<file path="src/rtl/tagseq_pkg.sv">
package tagseq_pkg;

  typedef enum logic [2:0] {
    TK_REF_END   = 3'd0,
    TK_COUNT     = 3'd1,
    TK_JUMP      = 3'd2,
    TK_REF       = 3'd3,
    TK_REF_STALL = 3'd4,
    TK_CALL      = 3'd5,
    TK_RETURN    = 3'd6,
    TK_FINISH    = 3'd7
  } tag_kind_e;

  localparam int STACK_ENTRIES = 2;
  localparam int DEPTH_W       = 2;
  localparam int QW_SHIFT      = 4;

endpackage

</file>
<file path="src/rtl/tagseq_rst_sync.sv">
module tagseq_rst_sync (
  input  logic clk,
  input  logic rst_n,
  output logic rst_int_n
);
  logic [1:0] sync_q;

  always_ff @(posedge clk or negedge rst_n) begin
    if (!rst_n) sync_q <= 2'b00;
    else        sync_q <= {sync_q[0], 1'b1};
  end

  assign rst_int_n = sync_q[1];
endmodule

</file>
<file path="src/rtl/tagseq_stack.sv">
module tagseq_stack
  import tagseq_pkg::*;
#(
  parameter int ADDR_W  = 32,
  parameter int ENTRIES = STACK_ENTRIES
) (
  input  logic               clk,
  input  logic               rst_n,
  input  logic               push,
  input  logic               pop,
  input  logic [ADDR_W-1:0]  push_data,
  output logic [ADDR_W-1:0]  pop_data,
  output logic [DEPTH_W-1:0] depth,
  output logic               full,
  output logic               empty,
  output logic [ADDR_W-1:0]  entry0,
  output logic [ADDR_W-1:0]  entry1
);
  logic [DEPTH_W-1:0]        depth_q, depth_d;
  logic [ENTRIES*ADDR_W-1:0] ent_flat;

  for (genvar i = 0; i < ENTRIES; i++) begin : g_ent
    logic              wr_en;
    logic [ADDR_W-1:0] val_q;
    assign wr_en = (push && depth_q == DEPTH_W'(i)) ||
                   (pop  && depth_q == DEPTH_W'(i + 1));
    always_ff @(posedge clk or negedge rst_n) begin
      if (!rst_n)     val_q <= '0;
      else if (wr_en) val_q <= push ? push_data : '0;
    end
    assign ent_flat[i*ADDR_W +: ADDR_W] = val_q;
  end

  always_comb begin
    pop_data = '0;
    for (int i = 0; i < ENTRIES; i++) begin
      if (depth_q == DEPTH_W'(i + 1)) pop_data = ent_flat[i*ADDR_W +: ADDR_W];
    end
  end

  always_comb begin
    depth_d = depth_q;
    if (push)     depth_d = depth_q + DEPTH_W'(1);
    else if (pop) depth_d = depth_q - DEPTH_W'(1);
  end

  always_ff @(posedge clk or negedge rst_n) begin
    if (!rst_n)          depth_q <= '0;
    else if (push | pop) depth_q <= depth_d;
  end

  assign depth  = depth_q;
  assign full   = (depth_q >= DEPTH_W'(ENTRIES));
  assign empty  = (depth_q == '0);
  assign entry0 = ent_flat[0 +: ADDR_W];
  assign entry1 = ent_flat[ADDR_W +: ADDR_W];


  push_room_chk: assert property (@(posedge clk) disable iff (!rst_n)
    push |-> (depth_q < DEPTH_W'(ENTRIES)));


  pop_avail_chk: assert property (@(posedge clk) disable iff (!rst_n)
    pop |-> (depth_q != '0));


  depth_range_chk: assert property (@(posedge clk) disable iff (!rst_n)
    depth_q <= DEPTH_W'(ENTRIES));


  push_pop_excl_chk: assert property (@(posedge clk) disable iff (!rst_n)
    !(push && pop));
endmodule

</file>
<file path="src/rtl/tagseq_next.sv">
module tagseq_next
  import tagseq_pkg::*;
#(
  parameter int ADDR_W = 32,
  parameter int QWC_W  = 16
) (
  input  logic              fire,
  input  logic [2:0]        tag_id,
  input  logic [QWC_W-1:0]  tag_qwc,
  input  logic [ADDR_W-1:0] tag_addr,
  input  logic              stack_en,
  input  logic [ADDR_W-1:0] madr_q,
  input  logic [ADDR_W-1:0] tadr_q,
  input  logic              stk_full,
  input  logic              stk_empty,
  input  logic [ADDR_W-1:0] stk_top,
  output logic [ADDR_W-1:0] madr_d,
  output logic [ADDR_W-1:0] tadr_d,
  output logic              end_d,
  output logic              ovf_d,
  output logic              push,
  output logic              pop,
  output logic [ADDR_W-1:0] push_data
);
  localparam logic [ADDR_W-1:0] QW_BYTES = ADDR_W'(1) << QW_SHIFT;

  logic [ADDR_W-1:0] pkt_base;
  logic [ADDR_W-1:0] data_len;
  logic [ADDR_W-1:0] after_data;
  tag_kind_e         kind;

  assign kind       = tag_kind_e'(tag_id);
  assign pkt_base   = tadr_q + QW_BYTES;
  assign data_len   = ADDR_W'(tag_qwc) << QW_SHIFT;
  assign after_data = pkt_base + data_len;
  assign push_data  = after_data;

  always_comb begin
    madr_d = madr_q;
    tadr_d = tadr_q;
    end_d  = 1'b0;
    ovf_d  = 1'b0;
    push   = 1'b0;
    pop    = 1'b0;
    unique case (kind)
      TK_REF_END: end_d = 1'b1;
      TK_COUNT: begin
        madr_d = pkt_base;
        tadr_d = after_data;
      end
      TK_JUMP: begin
        madr_d = pkt_base;
        tadr_d = tag_addr;
      end
      TK_REF, TK_REF_STALL: tadr_d = pkt_base;
      TK_CALL: begin
        if (stack_en) begin
          madr_d = pkt_base;
          if (!stk_full) begin
            push   = fire;
            tadr_d = tag_addr;
          end else begin
            end_d = 1'b1;
            ovf_d = 1'b1;
          end
        end
      end
      TK_RETURN: begin
        if (stack_en) begin
          madr_d = pkt_base;
          if (!stk_empty) begin
            pop    = fire;
            tadr_d = stk_top;
          end else begin
            end_d = 1'b1;
          end
        end
      end
      TK_FINISH: begin
        madr_d = pkt_base;
        end_d  = 1'b1;
      end
      default: end_d = 1'b1;
    endcase
  end
endmodule

</file>
<file path="src/rtl/tagseq_top.sv">
module tagseq_top
  import tagseq_pkg::*;
#(
  parameter int ADDR_W = 32,
  parameter int QWC_W  = 16
) (
  input  logic               clk,
  input  logic               rst_n,
  input  logic               tag_valid,
  input  logic [2:0]         tag_id,
  input  logic [QWC_W-1:0]   tag_qwc,
  input  logic [ADDR_W-1:0]  tag_addr,
  input  logic               stack_en,
  output logic [ADDR_W-1:0]  cur_madr,
  output logic [ADDR_W-1:0]  cur_tadr,
  output logic [ADDR_W-1:0]  ret_addr0,
  output logic [ADDR_W-1:0]  ret_addr1,
  output logic [DEPTH_W-1:0] stack_depth,
  output logic               chain_end,
  output logic               overflow_err
);
  logic              rst_int_n;
  logic [ADDR_W-1:0] madr_q, tadr_q, madr_d, tadr_d;
  logic              end_q, end_d, err_q, ovf_d;
  logic              push, pop, stk_full, stk_empty;
  logic [ADDR_W-1:0] push_data, stk_top;

  tagseq_rst_sync u_rst (
    .clk       (clk),
    .rst_n     (rst_n),
    .rst_int_n (rst_int_n)
  );

  tagseq_next #(.ADDR_W(ADDR_W), .QWC_W(QWC_W)) u_next (
    .fire      (tag_valid),
    .tag_id    (tag_id),
    .tag_qwc   (tag_qwc),
    .tag_addr  (tag_addr),
    .stack_en  (stack_en),
    .madr_q    (madr_q),
    .tadr_q    (tadr_q),
    .stk_full  (stk_full),
    .stk_empty (stk_empty),
    .stk_top   (stk_top),
    .madr_d    (madr_d),
    .tadr_d    (tadr_d),
    .end_d     (end_d),
    .ovf_d     (ovf_d),
    .push      (push),
    .pop       (pop),
    .push_data (push_data)
  );

  tagseq_stack #(.ADDR_W(ADDR_W), .ENTRIES(STACK_ENTRIES)) u_stack (
    .clk       (clk),
    .rst_n     (rst_int_n),
    .push      (push),
    .pop       (pop),
    .push_data (push_data),
    .pop_data  (stk_top),
    .depth     (stack_depth),
    .full      (stk_full),
    .empty     (stk_empty),
    .entry0    (ret_addr0),
    .entry1    (ret_addr1)
  );

  always_ff @(posedge clk or negedge rst_int_n) begin
    if (!rst_int_n) begin
      madr_q <= '0;
      tadr_q <= '0;
      end_q  <= 1'b0;
    end else if (tag_valid) begin
      madr_q <= madr_d;
      tadr_q <= tadr_d;
      end_q  <= end_d;
    end
  end

  always_ff @(posedge clk or negedge rst_int_n) begin
    if (!rst_int_n)                err_q <= 1'b0;
    else if (tag_valid && ovf_d)   err_q <= 1'b1;
  end

  assign cur_madr     = madr_q;
  assign cur_tadr     = tadr_q;
  assign chain_end    = end_q;
  assign overflow_err = err_q;


  idle_hold_chk: assert property (@(posedge clk) disable iff (!rst_int_n)
    !tag_valid |=> ($stable(madr_q) && $stable(tadr_q) && $stable(end_q)));


  finish_tag_chk: assert property (@(posedge clk) disable iff (!rst_int_n)
    (tag_valid && tag_id == 3'd7) |=> (end_q && $stable(tadr_q)));


  err_sticky_chk: assert property (@(posedge clk) disable iff (!rst_int_n)
    err_q |=> err_q);


  ovf_ends_chk: assert property (@(posedge clk) disable iff (!rst_int_n)
    $rose(err_q) |-> end_q);
endmodule

</file>
<file path="config.mk">
export PLATFORM = sky130hd
export DESIGN_NAME = tagseq_top
export DESIGN_NICKNAME = d
export VERILOG_FILES = /design/src/rtl/tagseq_pkg.sv /design/src/rtl/tagseq_rst_sync.sv /design/src/rtl/tagseq_stack.sv /design/src/rtl/tagseq_next.sv /design/src/rtl/tagseq_top.sv
export SDC_FILE = /design/constraint.sdc
export NUM_CORES = 1
export LEC_CHECK = 0
export ABC_AREA = 0
export BUFFER_PORTS_ARGS = -buffer_cell sky130_fd_sc_hd__buf_2
export CORE_ASPECT_RATIO = 0.75
export CORE_UTILIZATION = 30
export CTS_CLUSTER_DIAMETER = 120
export DETAILED_ROUTE_END_ITERATION = 16
export HOLD_SLACK_MARGIN = 0.08
export PLACE_DENSITY = 0.46
export REMOVE_ABC_BUFFERS = 1
export SYNTH_ARGS = -nofsm -noshare
export SYNTH_HDL_FRONTEND = slang
export SYNTH_SLANG_ARGS = --single-unit
</file>
<file path="constraint.sdc">
create_clock -name clk -period 10.1 [get_ports clk]
set_input_delay 2.02 -clock clk [delete_from_list [all_inputs] [get_ports clk]]
set_output_delay 2.02 -clock clk [all_outputs]
set_load 0.03 [all_outputs]
</file>
==> results of run 1 <==
[synth_stat cells (7+ instances only)]
master,number,area share [%]
clkbuf_1,43,1.9
and2_1,7,0.52
dfrtp_1,134,40
o22ai_1,10,0.74
o21ai_0,54,3.2
o211ai_1,8,0.71
nor2_1,82,3.7
a21oi_1,54,3.2
nand3_1,20,1.2
mux2_2,25,3.3
nand4_1,9,0.67
inv_1,20,0.89
a211oi_1,9,0.80
and3_1,7,0.52
xnor2_1,25,2.6
ha_1,23,3.4
a22o_1,18,1.9
o31ai_1,25,2.2
nand2_1,113,5.0
a21o_1,11,0.98
xor2_1,26,2.7
a222oi_1,8,0.95
a221oi_1,13,1.4
nor3_1,13,0.77
a31oi_1,10,0.74
a22oi_1,13,1.2
[metal layers]
metal | routed length [µm] | up-vias | GRT usage (%)
li1 | - | 3694 | -
met1 | 16600 | 3793 | 36.4
met2 | 12900 | 284 | 31.1
met3 | 2100 | 28 | 4.20
met4 | 433 | 0 | 5.67
met5 | 0 | - | 0
[worst reg2reg max path, cell delays in order (launching register included)]
cell and delay [ns]:
dfrtp_1 0.59, ha_1 0.40, nand4_2 0.33, nor3_1 0.74, and3_2 0.30, xor2_1 0.31
ha_1 0.36, a21oi_1 0.17, nor2b_1 0.08, a31o_2 0.28, o211ai_2 0.42, nor2_2 0.15
or3_1 0.37, a32o_1 0.26
[area by class of cell]
cell class	instances	area share, %
Sequential cell	134	32.6
Multi-Input combinational cell	700	46.1
Tap cell	351	4.27
Clock inverter	14	1.95
Clock buffer	18	4.27
Timing Repair Buffer	200	10.1
Inverter	20	0.730
[cells by family after synthesis]
group                      synth area share (%)
AOI/OAI and AO/OA                          23.5
other                                    0.0445
DFF                                        39.8
buffers and inverters                      4.56
muxes                                      4.06
adders and majority gates                  3.89
and+or+nand+nor                            18.0
xor gates and xnor gates                   6.08
[power breakdown]
group          internal [W]  switching, W
logic              0.000392      0.000798
clock network      0.000422      0.000268
registers          0.000644      0.000159
total               0.00146       0.00123
[state kept, by name (all words and copies together), names as in the netlist]
register and cells:
cur_madr 32, chain_end 1, u_stack.depth 2, u_rst.sync_q 2, overflow_err 1, u_stack.entry0 32
u_stack.entry1 32, cur_tadr 32
[how the worst max path moves through the flow]
stage	startpoint	endpoint	slack [ns]	cells after the start
after floorplan	tag_id[2]	u_stack.entry0[10]$_DFFE_PN0P_	4.66	6
after global placement	tag_id[2]	u_stack.entry1[7]$_DFFE_PN0P_	4.77	9
after detailed placement	tag_id[2]	u_stack.entry1[7]$_DFFE_PN0P_	4.75	9
after CTS	tag_id[2]	u_stack.entry1[7]$_DFFE_PN0P_	5.21	9
after global routing	cur_tadr[4]$_DFFE_PN0P_	cur_tadr[26]$_DFFE_PN0P_	4.94	13
final	tag_id[2]	u_stack.entry1[14]$_DFFE_PN0P_	5.14	9
[metrics by stage]
| stage | setup slack, ns | util, % | area, µm² |
|---|---|---|---|
| floorplan | 4.66 | - | 8110 |
| global placement | 4.77 | 35.4 | 9650 |
| detailed placement | 4.75 | 35.4 | 9650 |
| CTS | 5.21 | 37.7 | 10300 |
| global route | 4.94 | 37.7 | 10300 |
| finish | 5.14 | 37.7 | 10300 |
==> flow_summary.toml, run 1 <==
[outcome]
outcome = "finished clean"

[critical_path]
crit-reg2reg-launch = "cur_tadr[4]$_DFFE_PN0P_"
critPathLaunchType = "primary input"
cp.required_ns = 10.42
reg2reg_depth = 13
setup.worst_path.end_class = "flop"
critical_path.most_common_cell = "buf_4"
crit_buf_inv = 4
critical_path_class = "in2reg"
r2r-end = "cur_tadr[26]$_DFFE_PN0P_"
cp_cell_sequence = "buf_2 > buf_4 > inv_1 > or3_1 > nor3_2 > and2_1 > a21oi_4 > buf_4 > mux2_2"
cp_slowest_cell = "nor3_2"
r2r_slack_ns = 5.22
max_stage_delay_ns = 0.78
worstPathArrival_ns = 5.28
crit_family = "simple AND/OR/NAND/NOR gates"
crit_fanout = 51

[routing]
drt_pass1_iterations = 5
wl_um = 32000
drc = 0
drtAntennaViolNets = 0
vias = 7799
wl_per_cell_um = 22.3
drtIter0Drc = 775
via_per_inst = 5.43

[pwr]
power_leakage_nw = 4.67
total_power_w = 0.00268
p_per_area_nw_per_um2 = 261
peakVddDrop_v = 0.000143

[clock_tree]
cts_resized = 0
cts_tree = "done"
insertion_delay_ns = 0.44
clock_path_buffers = 2
cts_setup_buffers = 0
hold_buffers = 0
htreeDepth = 4
path_clk_slew_ns = 0.06
numCtsBuffers = 17
cts.sinks = 134
root_buffer = "clkbuf_16"

[finish]
final_cell_mix = "buf_2 (186), dfrtp_1 (133), nand2_1 (113)"
antenna_cells = 0
fill_cells = 2821
drive_gt1_share_pct = 28.4
layout.cells.non_filler = 1437
regArea_um2 = 3360
multi_input_area_um2 = 4740
area_growth_pct = 22.2
mostFrequentLayoutCell = "buf_2"
nets = 1152

[yosys]
ys_async_sr_fraction_pct = 100
ys_warn_count = 0
ys_ff_latch = 134
syn-cell-area_um2 = 8420
synth_edf_count = 0
ys_types = 82
synthFlopType = "dfrtp_1"
netlist_instances = 918
seq_area_frac_synth_pct = 39.8
postSynthAreaPerCell_um2 = 9.17

[place]
gp_congestion = 0.841
placed_cells = 1405
port_buffers = 186
hpwl_um = 23500

[floorplanning]
die_y_um = 147
initial_utilization_pct = 30.9
dieWidth_um = 195
core_area_um2 = 27300
fp-row-count = 52
pin_count = 187
fp.dieArea_um2 = 28700

[hold_path]
worstHoldStart = "u_rst.sync_q[0]$_DFF_PN0_"
hold_class = "reg2reg"
hold_path_end = "u_rst.sync_q[1]$_DFF_PN0_"
hold_depth = 0

[global_route]
antenna_found_initial = 0
grt_pass1_vias = 7383
grt_max_degree = 75
grt_usage_pct = 22.9
grt_pass1_wl_um = 48700
grt-ovfl-total = 0

[sta]
rsz0062_at_grt = "false"
worst_slew_pin_slew_ns = 1.12
hold_slack_ns = 0.354
finalMaxSlewViolations = 0
finalHoldViolCount = 0
period_share_pct = 49.1
maxSlewHeadroom_pct = 24.9
setup_tns_ns = 0
fin_skew_ns = 0.0168
period_needed_ns = 4.96
setup-violations-final = 0
fmax_ghz = 0.202

[flow_run]
cap_violations = 0
Note: power is estimated with default switching activity, not from simulation.
==> inputs of run 2 (changes only) <==
- PLACE_DENSITY: 0.46 -> 0.48
- clock period: 10.1 -> 4 ns (I/O delays scaled with it)
==> flow_summary.toml, run 2 (synthesis results as in run 1) <==
[sta]
worst_slew_pin_slew_ns = 0.997
period_needed_ns = 3.75
rsz0062_at_grt = "false"
finalHoldViolCount = 0
finalMaxSlewViolations = 0
layout_setup_ws_ns = 0.252
period_share_pct = 93.7
setup-violations-final = 0
setup_tns_ns = 0
fin_skew_ns = 0.0111
fmax_ghz = 0.267
maxSlewHeadroom_pct = 33.5
hold_slack_ns = 0.126

[flow_run]
cap_violations = 0

[critical_path]
cp_slowest_cell = "dfrtp_1"
worstPathArrival_ns = 4.06
max_stage_delay_ns = 0.45
cp_cell_sequence = "nand3_2 > nor2_1 > and3_1 > and3_1 > xor2_2 > ha_1 > and2_1 > nand4_1 > a21oi_1 > o21ai_0 > buf_4 > a21bo_4 > nor4_4 > xor2_1 > o31ai_1"
crit_fanout = 6
setup.worst_path.end_class = "flop"
cp.required_ns = 4.31
critPathLaunchType = "flop"
critical_path_class = "reg2reg"
critical_path.most_common_cell = "and3_1"

[routing]
wl_um = 32700
via_per_inst = 5.46
vias = 8015
drtIter0Drc = 774
drc = 0
drt_pass1_iterations = 5
wl_per_cell_um = 22.3
drtAntennaViolNets = 0

[clock_tree]
clock_path_buffers = 2
hold_buffers = 0
cts_tree = "done"
htreeDepth = 4
path_clk_slew_ns = 0.07
root_buffer = "clkbuf_16"
cts_setup_buffers = 0
insertion_delay_ns = 0.45
numCtsBuffers = 17
cts.sinks = 134

[place]
place_area_um2 = 9890
port_buffers = 186
pre_cts_ws_ns = 0.166
hpwl_um = 24200
gp_congestion = 0.888

[finish]
drive_gt1_share_pct = 30.7
antenna_cells = 0
multi_input_area_um2 = 4760
area_growth_pct = 25.0
finish.instance_area_um2 = 10500
regArea_um2 = 3360
nets = 1182
final_cell_mix = "buf_2 (186), dfrtp_1 (131), nand2_1 (113)"
mostFrequentLayoutCell = "buf_2"
fill_cells = 2745

[pwr]
total_power_w = 0.00687
power_leakage_nw = 4.82
peakVddDrop_v = 0.000328
p_per_area_nw_per_um2 = 653

[global_route]
grt-ovfl-total = 0
grt_pass1_wl_um = 49300
grt_max_degree = 70
grt_usage_pct = 23.1
antenna_found_initial = 2
grt_pass1_vias = 7588

[floorplanning]
fp.dieArea_um2 = 28700
fp-row-count = 52
die_y_um = 147
initial_utilization_pct = 30.9
dieWidth_um = 195
core_area_um2 = 27300
pin_count = 187

[hold_path]
hold_class = "in2async"

[outcome]
outcome = "finished clean"
-- run 2: cell types whose count changed in the layout (fill, tap and decap cells not counted), moves of 2 or more --
cell	before	now
clkinvlp_4	6	4
dfrtp_1	133	131
dfrtp_2	0	2
buf_4	14	42
buf_12	0	2
clkinv_2	0	3
-- run 2: layout make-up --
class / instances / share of cell area, %
Tap cell: 351 / 4.17
Timing Repair Buffer: 230 / 12.2
Multi-Input combinational cell: 700 / 45.2
Sequential cell: 134 / 31.9
Inverter: 20 / 0.713
Clock inverter: 15 / 1.70
Clock buffer: 17 / 4.04
-- run 2: worst max-delay path: cells and delay by family, from the launching register on --
| family | cells | cell delay [ns] |
|---|---|---|
| AOI/OAI and AO/OA | 4 | 0.82 |
| xor gates and xnor gates | 2 | 0.43 |
| and+or+nand+nor | 7 | 1.37 |
| DFF | 1 | 0.45 |
| adders and majority gates | 1 | 0.37 |
| buffers and inverters | 1 | 0.17 |
-- run 2: path summary, 6_finish.rpt --
check / startpoint / to / slack (ns) / cells after the start
setup / recovery: cur_tadr[8]$_DFFE_PN0P_ / u_stack.entry0[31]$_DFFE_PN0P_ / 0.25 / 15
hold / removal: rst_n / u_rst.sync_q[1]$_DFF_PN0_ / 0.13 / 1
setup reg to reg: cur_tadr[8]$_DFFE_PN0P_ / u_stack.entry0[31]$_DFFE_PN0P_ / 0.25 / 15
min in group clk: u_rst.sync_q[0]$_DFF_PN0_ / u_rst.sync_q[1]$_DFF_PN0_ / 0.35 / 0
max in group asynchronous: u_rst.sync_q[1]$_DFF_PN0_ / cur_madr[20]$_DFFE_PN0P_ / 2.60 / 1
hold reg to reg: u_rst.sync_q[0]$_DFF_PN0_ / u_rst.sync_q[1]$_DFF_PN0_ / 0.35 / 0
-- run 2: power breakdown --
group	total (W)	leakage, nW	internal, W	switching [W]
Clock	0.00168	0.286	0.000983	0.000694
Combinational	0.00320	2.81	0.00108	0.00212
Sequential	0.00199	1.73	0.00163	0.000359
Total	0.00687	4.82	0.00369	0.00318
-- run 2: what timing repair did --
action | in CTS | in global routing
endpoints found under the hold margin | 0 | 0
resized for setup | 0 | 9
endpoints found under the setup margin | 0 | 25
-- run 2: per-stage QoR --
step | util, % | cells
after global routing | 38.6 | 1467
final | 38.6 | 1467
after detailed placement | 36.3 | 1435
after CTS | 38.5 | 1467
after global placement | 36.3 | 1435
after floorplan | - | 854
-- run 2: metal layers --
layer	wire [µm]	global-route usage (%)	up-vias	share of wire, %
met3	2380	5.88	22	7.3
met1	16600	35.6	3925	51
met2	13400	32.0	323	41
li1	-	-	3741	-
met5	19	0	-	0.058
met4	267	4.53	4	0.82
==> inputs of run 3 (changes only) <==
- RECOVER_POWER: default -> 100
==> flow_summary.toml, run 3 (synthesis results as in run 1) <==
[outcome]
outcome = "complete, but fails checks"
violations = "capacitance limit, slew limit"

[sta]
layout_setup_ws_ns = 0.240
finalHoldViolCount = 0
maxSlewHeadroom_pct = -99.8
setup-violations-final = 0
finalMaxSlewViolations = 64
rsz0062_at_grt = "false"
period_needed_ns = 3.76
fin_skew_ns = 0.0110
fmax_ghz = 0.266
period_share_pct = 94.0
setup_tns_ns = 0
worst_slew_pin_slew_ns = 3.00

[pwr]
p_per_area_nw_per_um2 = 660
power_leakage_nw = 4.30
peakVddDrop_v = 0.000319
total_power_w = 0.00680

[finish]
area_growth_pct = 22.4
fill_cells = 2825
final_cell_mix = "clkbuf_1 (139), dfrtp_1 (132), nand2_1 (113)"
nets = 1182
multi_input_area_um2 = 4750
mostFrequentLayoutCell = "clkbuf_1"
layout.cells.non_filler = 1467
drive_gt1_share_pct = 17.8
post-route-util_pct = 37.8
regArea_um2 = 3360
antenna_cells = 0

[global_route]
antenna_found_initial = 2
grt_usage_pct = 23.1
grt-ovfl-total = 0
grt_max_degree = 70
grt_pass1_vias = 7588
grt_pass1_wl_um = 49300

[critical_path]
crit_fanout = 6
critical_path_class = "reg2reg"
crit-reg2reg-launch = "cur_tadr[8]$_DFFE_PN0P_"
setup.worst_path.end_class = "flop"
cp.required_ns = 4.34
cp_slowest_cell = "dfrtp_1"
worstPathArrival_ns = 4.10
r2r_slack_ns = 0.24
r2r-end = "cur_tadr[26]$_DFFE_PN0P_"
critPathLaunchType = "flop"
setup.worst_path.start = "cur_tadr[8]$_DFFE_PN0P_"
cp_cell_sequence = "and3_1 > nand3_1 > nor3_1 > buf_4 > nand4_1 > xnor2_1 > ha_1 > nor2b_1 > a31o_2 > o211ai_2 > nor2_1 > or3_1 > a32o_1"
crit_end = "cur_tadr[26]$_DFFE_PN0P_"
max_stage_delay_ns = 0.45
cp_num_cells = 13
crit_family = "simple AND/OR/NAND/NOR gates"
reg2reg_depth = 13
crit_buf_inv = 1

[floorplanning]
pin_count = 187
fp.dieArea_um2 = 28700
initial_utilization_pct = 30.9
fp-row-count = 52
dieWidth_um = 195
core_area_um2 = 27300
die_y_um = 147

[routing]
vias = 8002
drtIter0Drc = 715
wl_um = 32900
via_per_inst = 5.45
drtAntennaViolNets = 0
drt_pass1_iterations = 6
drc = 0
wl_per_cell_um = 22.4

[clock_tree]
clock_path_buffers = 2
cts_tree = "done"
cts_resized = 0
cts_setup_buffers = 0
insertion_delay_ns = 0.45
root_buffer = "clkbuf_16"
cts.sinks = 134
numCtsBuffers = 17
htreeDepth = 4
hold_buffers = 0
path_clk_slew_ns = 0.06

[place]
gp_congestion = 0.888
placed_cells = 1435
port_buffers = 186
hpwl_um = 24200
pre_cts_ws_ns = 0.166

[flow_run]
cap_violations = 1

[hold_path]
hold_class = "in2async"
## run 3: cell count changes in the layout (fill, tap and decap cells not counted), moves of 2 or more
cell / before / now
clkbuf_2: 0 / 2
buf_4: 42 / 34
buf_2: 186 / 53
and2_0: 0 / 2
and2_1: 7 / 5
clkbuf_1: 0 / 139
## run 3: final cells by class
| cell class | instances | share of cell area [%] |
|---|---|---|
| Multi-Input combinational cell | 700 | 46.1 |
| Sequential cell | 134 | 32.6 |
| Timing Repair Buffer | 230 | 10.5 |
| Tap cell | 351 | 4.26 |
| Clock buffer | 17 | 4.13 |
| Clock inverter | 15 | 1.74 |
| Inverter | 20 | 0.729 |
## run 3: per-stage QoR
stage	hold slack [ns]	area, µm²
floorplan	0.331	8110
global placement	0.337	9890
detailed placement	0.339	9890
CTS	0.106	10500
global route	0.118	10300
finish	0.127	10300
## run 3: how the worst min path moves through the flow
| stage | from | end | slack (ns) | cells past startpoint |
|---|---|---|---|---|
| 4_1_cts | rst_n | u_rst.sync_q[1]$_DFF_PN0_ | 0.11 | 1 |
| 2_1_floorplan | u_rst.sync_q[0]$_DFF_PN0_ | u_rst.sync_q[1]$_DFF_PN0_ | 0.33 | 0 |
| 5_1_grt | rst_n | u_rst.sync_q[0]$_DFF_PN0_ | 0.12 | 1 |
| 3_3_place_gp | u_rst.sync_q[0]$_DFF_PN0_ | u_rst.sync_q[1]$_DFF_PN0_ | 0.34 | 0 |
| 6_report | rst_n | u_rst.sync_q[0]$_DFF_PN0_ | 0.13 | 1 |
| 3_5_place_dp | u_rst.sync_q[0]$_DFF_PN0_ | u_rst.sync_q[1]$_DFF_PN0_ | 0.34 | 0 |
## run 3: routing by layer
metal / up-vias / wire (µm) / GRT usage (%)
met5: - / 19 / 0
li1: 3738 / - / -
met4: 4 / 268 / 4.53
met2: 328 / 13500 / 32.0
met1: 3909 / 16700 / 35.6
met3: 23 / 2330 / 5.88
## run 3: power breakdown
part           internal (W)  total, W  switching [W]
logic              0.000993   0.00312        0.00213
clock network      0.000983   0.00168       0.000698
registers           0.00163   0.00200       0.000368
